`src/rtl/cf_taskfile_decoder.sv`:
```
module cf_taskfile_decoder #(
  parameter int AW = 11,
  parameter int DW = 16
) (
  input  logic          clk,
  input  logic          rst_n,
  input  logic [1:0]    mode,
  input  logic [AW-1:0] host_addr,
  input  logic [DW-1:0] host_wdata,
  input  logic          host_rd,
  input  logic          host_wr,
  input  logic          host_wide,
  output logic [DW-1:0] host_rdata,
  output logic [3:0]    ata_idx,
  output logic          ata_rd,
  output logic          ata_wr,
  output logic [DW-1:0] ata_wdata,
  input  logic [DW-1:0] ata_rdata,
  input  logic [DW/2-1:0] ata_status,
  input  logic [3:0]    ata_sel,
  input  logic          pwrdn_in,
  output logic [DW/2-1:0] devctl,
  output logic          srst_req,
  output logic          wake
);
  localparam int BW = DW / 2;
  localparam logic [AW-1:0] MEM_BASE = AW'('h400);
  localparam logic [AW-1:0] PRI_LO   = AW'('h1F0);
  localparam logic [AW-1:0] PRI_HI   = AW'('h3F0);
  localparam logic [AW-1:0] SEC_LO   = AW'('h170);
  localparam logic [AW-1:0] SEC_HI   = AW'('h370);
  localparam logic [3:0] IX_DATA = 4'h0, IX_ODD = 4'h9, IX_FEAT = 4'hD,
                         IX_CTRL = 4'hE, IX_DADR = 4'hF;

  logic          hit;
  logic [3:0]    idx;
  logic [AW-1:0] lo_base, hi_base;
  logic          phase;
  logic [BW-1:0] hold;

  assign lo_base = (mode == 2'd2) ? PRI_LO : SEC_LO;
  assign hi_base = (mode == 2'd2) ? PRI_HI : SEC_HI;

  always_comb begin
    hit = 1'b0;
    idx = host_addr[3:0];
    case (mode)
      2'd0: hit = (host_addr[AW-1:10] == MEM_BASE[AW-1:10]);
      2'd1: hit = 1'b1;
      default: begin
        if (host_addr[AW-1:4] == lo_base[AW-1:4] && !host_addr[3]) begin
          hit = 1'b1;
          idx = {1'b0, host_addr[2:0]};
        end else if (host_addr[AW-1:4] == hi_base[AW-1:4] && host_addr[3:1] == 3'b011) begin
          hit = 1'b1;
          idx = {3'b111, host_addr[0]};
        end
      end
    endcase
  end

  logic acc_rd, acc_wr, is_data, bytewise;
  assign acc_wr   = host_wr & hit;
  assign acc_rd   = host_rd & ~host_wr & hit;
  assign is_data  = (idx == IX_DATA) || (idx == IX_ODD);
  assign bytewise = (idx == IX_ODD) || !host_wide;

  assign ata_idx   = is_data ? IX_DATA : (idx == IX_FEAT) ? 4'h1 : idx;
  assign ata_wr    = acc_wr & (is_data ? (!bytewise || phase) : (idx != IX_CTRL));
  assign ata_rd    = acc_rd & (is_data ? (!bytewise || !phase)
                                       : (idx != IX_CTRL && idx != IX_DADR));
  assign ata_wdata = (is_data && bytewise) ? {host_wdata[BW-1:0], hold} : host_wdata;

  logic [DW-1:0] rd_next;
  always_comb begin
    if (is_data && bytewise)
      rd_next = {{BW{1'b0}}, phase ? hold : ata_rdata[BW-1:0]};
    else if (idx == IX_CTRL)
      rd_next = {{BW{1'b0}}, ata_status};
    else if (idx == IX_DADR)
      rd_next = {{BW{1'b0}}, BW'('hC2) | BW'({~ata_sel, 2'b00})};
    else
      rd_next = ata_rdata;
  end

  always_ff @(posedge clk or negedge rst_n) begin
    if (!rst_n) begin
      host_rdata <= '0;
      phase      <= 1'b0;
      hold       <= '0;
      devctl     <= '0;
      srst_req   <= 1'b0;
      wake       <= 1'b0;
    end else begin
      if (host_rd && !host_wr) host_rdata <= hit ? rd_next : '0;
      if ((acc_rd || acc_wr) && is_data && bytewise) begin
        phase <= !phase;
        if (!phase) hold <= acc_wr ? host_wdata[BW-1:0] : ata_rdata[DW-1:BW];
      end
      if (acc_wr && idx == IX_CTRL) devctl <= host_wdata[BW-1:0];
      srst_req <= acc_wr && idx == IX_CTRL && host_wdata[2];
      wake     <= acc_wr && !is_data && idx != IX_FEAT && idx != IX_CTRL && pwrdn_in;
    end
  end

  a_r4_strobes_exclusive: assert property (@(posedge clk) disable iff (!rst_n)
    !(ata_rd && ata_wr));

  a_r3_outside_windows_quiet: assert property (@(posedge clk) disable iff (!rst_n)
    ((host_rd || host_wr) && mode == 2'd2 &&
     host_addr[AW-1:4] != PRI_LO[AW-1:4] && host_addr[AW-1:4] != PRI_HI[AW-1:4])
    |-> (!ata_rd && !ata_wr));

  a_r9_alt_status_no_core_read: assert property (@(posedge clk) disable iff (!rst_n)
    (acc_rd && idx == IX_CTRL) |-> !ata_rd);

  a_r6_second_byte_local: assert property (@(posedge clk) disable iff (!rst_n)
    (acc_rd && is_data && bytewise && phase) |-> !ata_rd);

  a_r10_soft_reset_pulse: assert property (@(posedge clk) disable iff (!rst_n)
    (acc_wr && idx == IX_CTRL && host_wdata[2]) |=> (srst_req && devctl[2]));

  a_r12_wake_cause: assert property (@(posedge clk) disable iff (!rst_n)
    wake |-> ($past(pwrdn_in) && $past(ata_wr)));
endmodule

```
`config.mk`:
```
export PLATFORM = sky130hd
export DESIGN_NAME = cf_taskfile_decoder
export DESIGN_NICKNAME = d
export VERILOG_FILES = /design/src/rtl/cf_taskfile_decoder.sv
export SDC_FILE = /design/constraint.sdc
export NUM_CORES = 1
export LEC_CHECK = 0
export BUFFER_PORTS_ARGS = -buffer_cell sky130_fd_sc_hd__clkbuf_2
export CORE_MARGIN = 4
export CORE_UTILIZATION = 49
export CTS_CLUSTER_DIAMETER = 30
export DETAILED_ROUTE_END_ITERATION = 7
export GPL_TIMING_DRIVEN = 0
export PLACE_DENSITY = 0.83
export SLEW_MARGIN = 20
export SYNTH_ARGS = -nofsm -noshare
export SYNTH_HDL_FRONTEND = slang
export SYNTH_SLANG_ARGS = --single-unit
```
`constraint.sdc`:
```
create_clock -name clk -period 3.32 [get_ports clk]
set_input_delay 0.664 -clock clk [delete_from_list [all_inputs] [get_ports clk]]
set_output_delay 0.664 -clock clk [all_outputs]
set_load 0.1 [all_outputs]
```
======== Yosys cells after proc, flatten, opt, wreduce, memory -nomap -nowiden ========
Cells that the tools add are included.
word-level totals
  register bits ........................... 35
  input bits .............................. 63
  output and inout port bits .............. 48
  word-level logic and storage cells ...... 73
operators by class
  equality and inequality tests ........... 12
  mux-type cells .......................... 19
  bitwise logic cells ..................... 8
  reduce and logical (&&, ||, !) cells .... 28
operators by type and width
  operator              count
  $mux W16              5
  $mux W8               4
  $mux W4               5
  $eq A4 B4 Y1 const B  4
  $logic_and A1 B1 Y1   13
  $ne A4 B4 Y1 const B  3
  $eq A7 B5 Y1          1
  $eq A7 B6 Y1          1
  $logic_not A1 Y1      6
  $and A1 B1 Y1         5
  $logic_or A1 B1 Y1    5
  $logic_not A4 Y1      1
  $mux W1               4
  $not A4 Y4            1
  $eq A3 B2 Y1 const B  1
  $eq A2 B1 Y1 const B  1
  $eq A2 B2 Y1 const B  1
  $logic_not A2 Y1      1
  $not A1 Y1            2
  $pmux W1 S2           1
  $reduce_and A2 Y1     1
  $reduce_or A2 Y1      1

======== Depth between registers and ports, before layout ========
  word-level depth ........................ 14
  gate-level depth with buffers ........... 7
  gate-level depth less buffers ........... 5

======== Worst setup path before layout ========
Ideal clock, no wire load.
  path kind ............................... input -> output
  start ................................... input host_addr[10]
  end ..................................... output ata_wr
  arrival ................................. 3641 ps
  path slack .............................. -985 ps
  stages .................................. 5
  cell sequence ........................... nand2b_1 -> o41a_1 -> nor2_1 -> nand2_1 -> nor3_1
on the way
  word-level cells in the longest chain between the ends .. 11
  elaborated cells on any way between the ends .. 20
  those cells by class .................... eq/ne (4); mux (7); bitwise (2); reduce/logical (7)
ends and longest elaborated chain
  element              line    text
  start, declared      8       input logic [AW-1:0] host_addr,
  $eq A7 B6 Y1         54      end else if (host_addr[AW-1:4] == hi_base[AW-1:4] && host_addr[3:1] == 3'b011) begin
  $logic_and A1 B1 Y1  54
  $mux W4              54
  $mux W4              51      if (host_addr[AW-1:4] == lo_base[AW-1:4] && !host_addr[3]) begin
  $mux W4              47      case (mode)
  $eq A4 B4 Y1         65, 66
  $logic_or A1 B1 Y1   66      assign bytewise = (idx == IX_ODD) || !host_wide;
  $logic_not A1 Y1     69      assign ata_wr = acc_wr & (is_data ? (!bytewise || phase) : (idx != IX_CTRL));
  $logic_or A1 B1 Y1   69
  $mux W1              69
  $and A1 B1 Y1 (*)    69
  end, declared        16      output logic ata_wr,
Mark *: on every way between the ends. The rest lies on a longest branch, timed or not.

======== Worst setup path in the final report ========
  start ................................... input host_addr[10]
  end ..................................... output ata_rd
on the way
  word-level cells in the longest chain between the ends .. 11
  elaborated cells on any way between the ends .. 22
  those cells by class .................... eq/ne (5); mux (7); bitwise (2); reduce/logical (8)
ends and longest elaborated chain
  element              line    text
  $eq A7 B6 Y1         54
  $logic_and A1 B1 Y1  54
  $mux W4              54
  $mux W4              51
  $mux W4              47
  $eq A4 B4 Y1         65, 66
  $logic_or A1 B1 Y1   66
  $logic_not A1 Y1     70      assign ata_rd = acc_rd & (is_data ? (!bytewise || !phase)
  $logic_or A1 B1 Y1   70
  $mux W1              70
  $and A1 B1 Y1 (*)    70
  end, declared        15      output logic ata_rd,
Marked as above.

==> results.py <==
metrics = {
    "status": {
        "status": "finished clean",
    },
    "grt": {
        "grt_pass1_vias": 2139,
        "grt_max_degree": 36,
        "track_usage_pct": 24.3,
        "grt_pass1_wl_mm": 10.1,
        "antenna_found_initial": 0,
        "grt_overflow": 0,
    },
    "cts": {
        "numCtsBuffers": 5,
        "cts_sinks": 35,
        "holdBufCountCts": 0,
        "clock_path_buffers": 2,
        "cts_root_buf": "clkbuf_8",
        "worstSkewPairLatency_ns": 0.30,
        "cts_tree": "done",
        "htree_levels": 2,
        "post_cts_buffers": 0,
        "cts.clk_slew.worst_paths_ns": 0.08,
    },
    "timing": {
        "slew_violations": 0,
        "fin_crit_sh_pct": 94.1,
        "fin_skew_ns": 0.00749,
        "worst_pin_slew_ns": 0.910,
        "max_slew_margin_pct": 39.3,
        "max_freq_ghz": 0.320,
        "setup_viol": 0,
        "hold_viol_final": 0,
        "post-route-min-period_ns": 3.13,
        "rsz0062_at_grt": "false",
    },
    "logic_synthesis": {
        "ys_seq_elements": 35,
        "synth_flop_cell": "dfrtp_1",
        "avgSynthCellArea_sq_um": 8.72,
        "synth_nets": 306,
        "synth.most_common_cell": "nand2_1",
        "synth_area_leader_cell": "dfrtp_1",
        "yosys_warnings": 0,
        "synth_edf_count": 0,
        "synth.area.top_cells": "dfrtp_1 41%, nand2_1 10%, mux2_2 8.5%",
        "synth_common_cells": "58 x nand2_1, 35 x dfrtp_1, 16 x mux2_2, 16 x o21ai_0, 13 x nor2_1",
        "synth_top_area_share_pct": 41.3,
        "synth.distinct_cells": 42,
        "async_reset_ff_share_pct": 100,
        "netlist_instances": 243,
        "synth_seq_area_share_pct": 41.3,
        "synth_area_sq_um": 2120,
    },
    "power": {
        "clockPowerShare_pct": 25.6,
        "powerDensity_nw_per_um2": 635,
        "power_frac_comb_pct": 42.4,
        "pwr-share-seq_pct": 32.0,
        "vdd_drop_max_mv": 0.280,
        "leakage_nw": 1.51,
        "internal-power_mw": 1.03,
        "sw_frac_of_total_pct": 44.0,
        "power_switching_uw": 809,
    },
    "worst_setup_path": {
        "critical_path.startpoint_type": "primary input",
        "arrival_ns": 2.46,
        "crit_path_start": "host_addr[10]",
        "cp_data_required_time_ns": 2.66,
        "cpMostUsedCell": "clkbuf_2",
        "critPathMaxStageDelay_ns": 0.48,
        "critPathCaptureType": "output port",
        "reg2reg_from": "phase",
        "cp_slowest_cell": "o41a_1",
        "worstPathCellList": "clkbuf_2, nand2b_1, o41a_1, nor3_2, clkbuf_2, nand2_1, a21oi_2, clkbuf_4",
        "crit_fanout": 10,
        "path_class": "in -> out",
    },
    "floorplan": {
        "die_area_sq_um": 5440,
        "fp.dieH_um": 73.8,
        "start_util_pct": 51.8,
        "die-width_um": 73.8,
        "core_area_sq_um": 4090,
        "io_pins": 111,
        "rows": 23,
    },
    "finish": {
        "fin_cells": 408,
        "final_area_sq_um": 2900,
        "diodes": 0,
        "area_growth_pct": 36.7,
        "drive_gt1_share_pct": 41.1,
        "nNetsFinal": 420,
    },
    "routing": {
        "first_pass_iters": 4,
        "route.antenna.remaining_nets": 0,
        "route.detailed.drc": 0,
        "wirelength_mm": 6.38,
        "vias": 2261,
        "vias_per_cell": 5.54,
        "drtIter0Drc": 134,
        "wl_per_cell_um": 15.6,
    },
    "run": {
        "cap_violations": 0,
    },
    "place": {
        "numPortBuffers": 108,
        "dp_cells": 401,
        "placed_area_sq_um": 2740,
        "hpwl_mm": 4.91,
        "gp_congestion": 0.829,
    },
    "min_path": {
        "holdCritPathClass": "in -> async",
    },
}
==> layout make-up <==
class	instances	area [sq um]
plain buffers	16	80.1
clock buffers	5	68.8
fillers	335	1190
inverters	6	22.5
clock inverters	3	67.6
well taps	50	62.6
repair buffers	108	568
flip-flops and latches	35	876
multi-input cells	185	1150
==> timing repair <==
action,CTS,global route
resized for setup,11,3
setup endpoints to repair,10,13
endpoints found under the hold margin,0,0
==> placed cells by master (no fill, tap or decap), types with 9 or more instances in the layout <==
master / synthesis / layout
dfrtp_1: 35 / 35
o21ai_0: 16 / 13
clkbuf_1: 11 / 9
nor2_1: 13 / 13
clkbuf_2: 1 / 99
a21oi_1: 12 / 11
mux2_2: 16 / 16
nand2_1: 58 / 58
clkbuf_4: 0 / 11
==> routing by layer <==
metal	share of wire, %	GRT usage, %	vias up
met1	40	30.9	1060
met4	1.8	9.46	0
li1	-	-	1095
met5	0	0	-
met2	51	39.2	94
met3	8.0	6.43	12
==> power groups by stage <==
stage	Sequential (mW)	Combinational, mW	Clock [mW]
floorplan	0.828	0.387	0
global placement	0.590	0.765	0
detailed placement	0.594	0.777	0
CTS	0.587	0.782	0.471
global route	0.596	0.824	0.493
finish	0.588	0.780	0.471
==> path summary, 6_finish.rpt <==
path	end	slack, ns	cells past startpoint
setup reg to reg	host_rdata[7]	1.65	4
hold / removal	host_rdata[14]	0.48	1
max in group asynchronous	devctl[5]	2.26	1
hold reg to reg	host_rdata[15]	0.51	1
setup / recovery	ata_rd	0.19	8
min in group clk	host_rdata[15]	0.51	1
==> flip-flops by register name (all words and copies together) (netlist names) <==
| name | count |
|---|---|
| srst_req | 1 |
| phase | 1 |
| hold | 8 |
| devctl | 8 |
| host_rdata | 16 |
| wake | 1 |
==> kinds of logic (layout without fill, tap and decap cells) <==
family | after synthesis | after routing | synth area share (%)
AO/OA/AOI/OAI | 67 | 67 | 22.3
multiplexers | 16 | 16 | 8.51
buffers and inverters | 23 | 138 | 4.96
AND/OR/NAND/NOR | 100 | 100 | 22.0
XOR/XNOR | 2 | 2 | 0.827
flip-flops | 35 | 35 | 41.3
==> critical path, delay by kind of cell <==
family                 cells  cell delay (ns)
AO/OA/AOI/OAI              2             0.59
buffers and inverters      3             0.68
AND/OR/NAND/NOR            3             0.53
==> through the flow <==
step	util, %	setup TNS [ns]	worst slack, ns	power (mW)	hold slack, ns
final	70.9	0	0.194	1.84	0.477
after global routing	70.9	0	0.0172	1.91	0.524
after CTS	70.9	0	0.00821	1.84	0.505
after detailed placement	66.9	-1.84	-0.218	1.37	0.496
after global placement	66.9	-1.50	-0.161	1.36	0.487
after floorplan	-	-1.60	-0.733	1.21	0.368
Note: power is estimated with default switching activity, not from simulation.
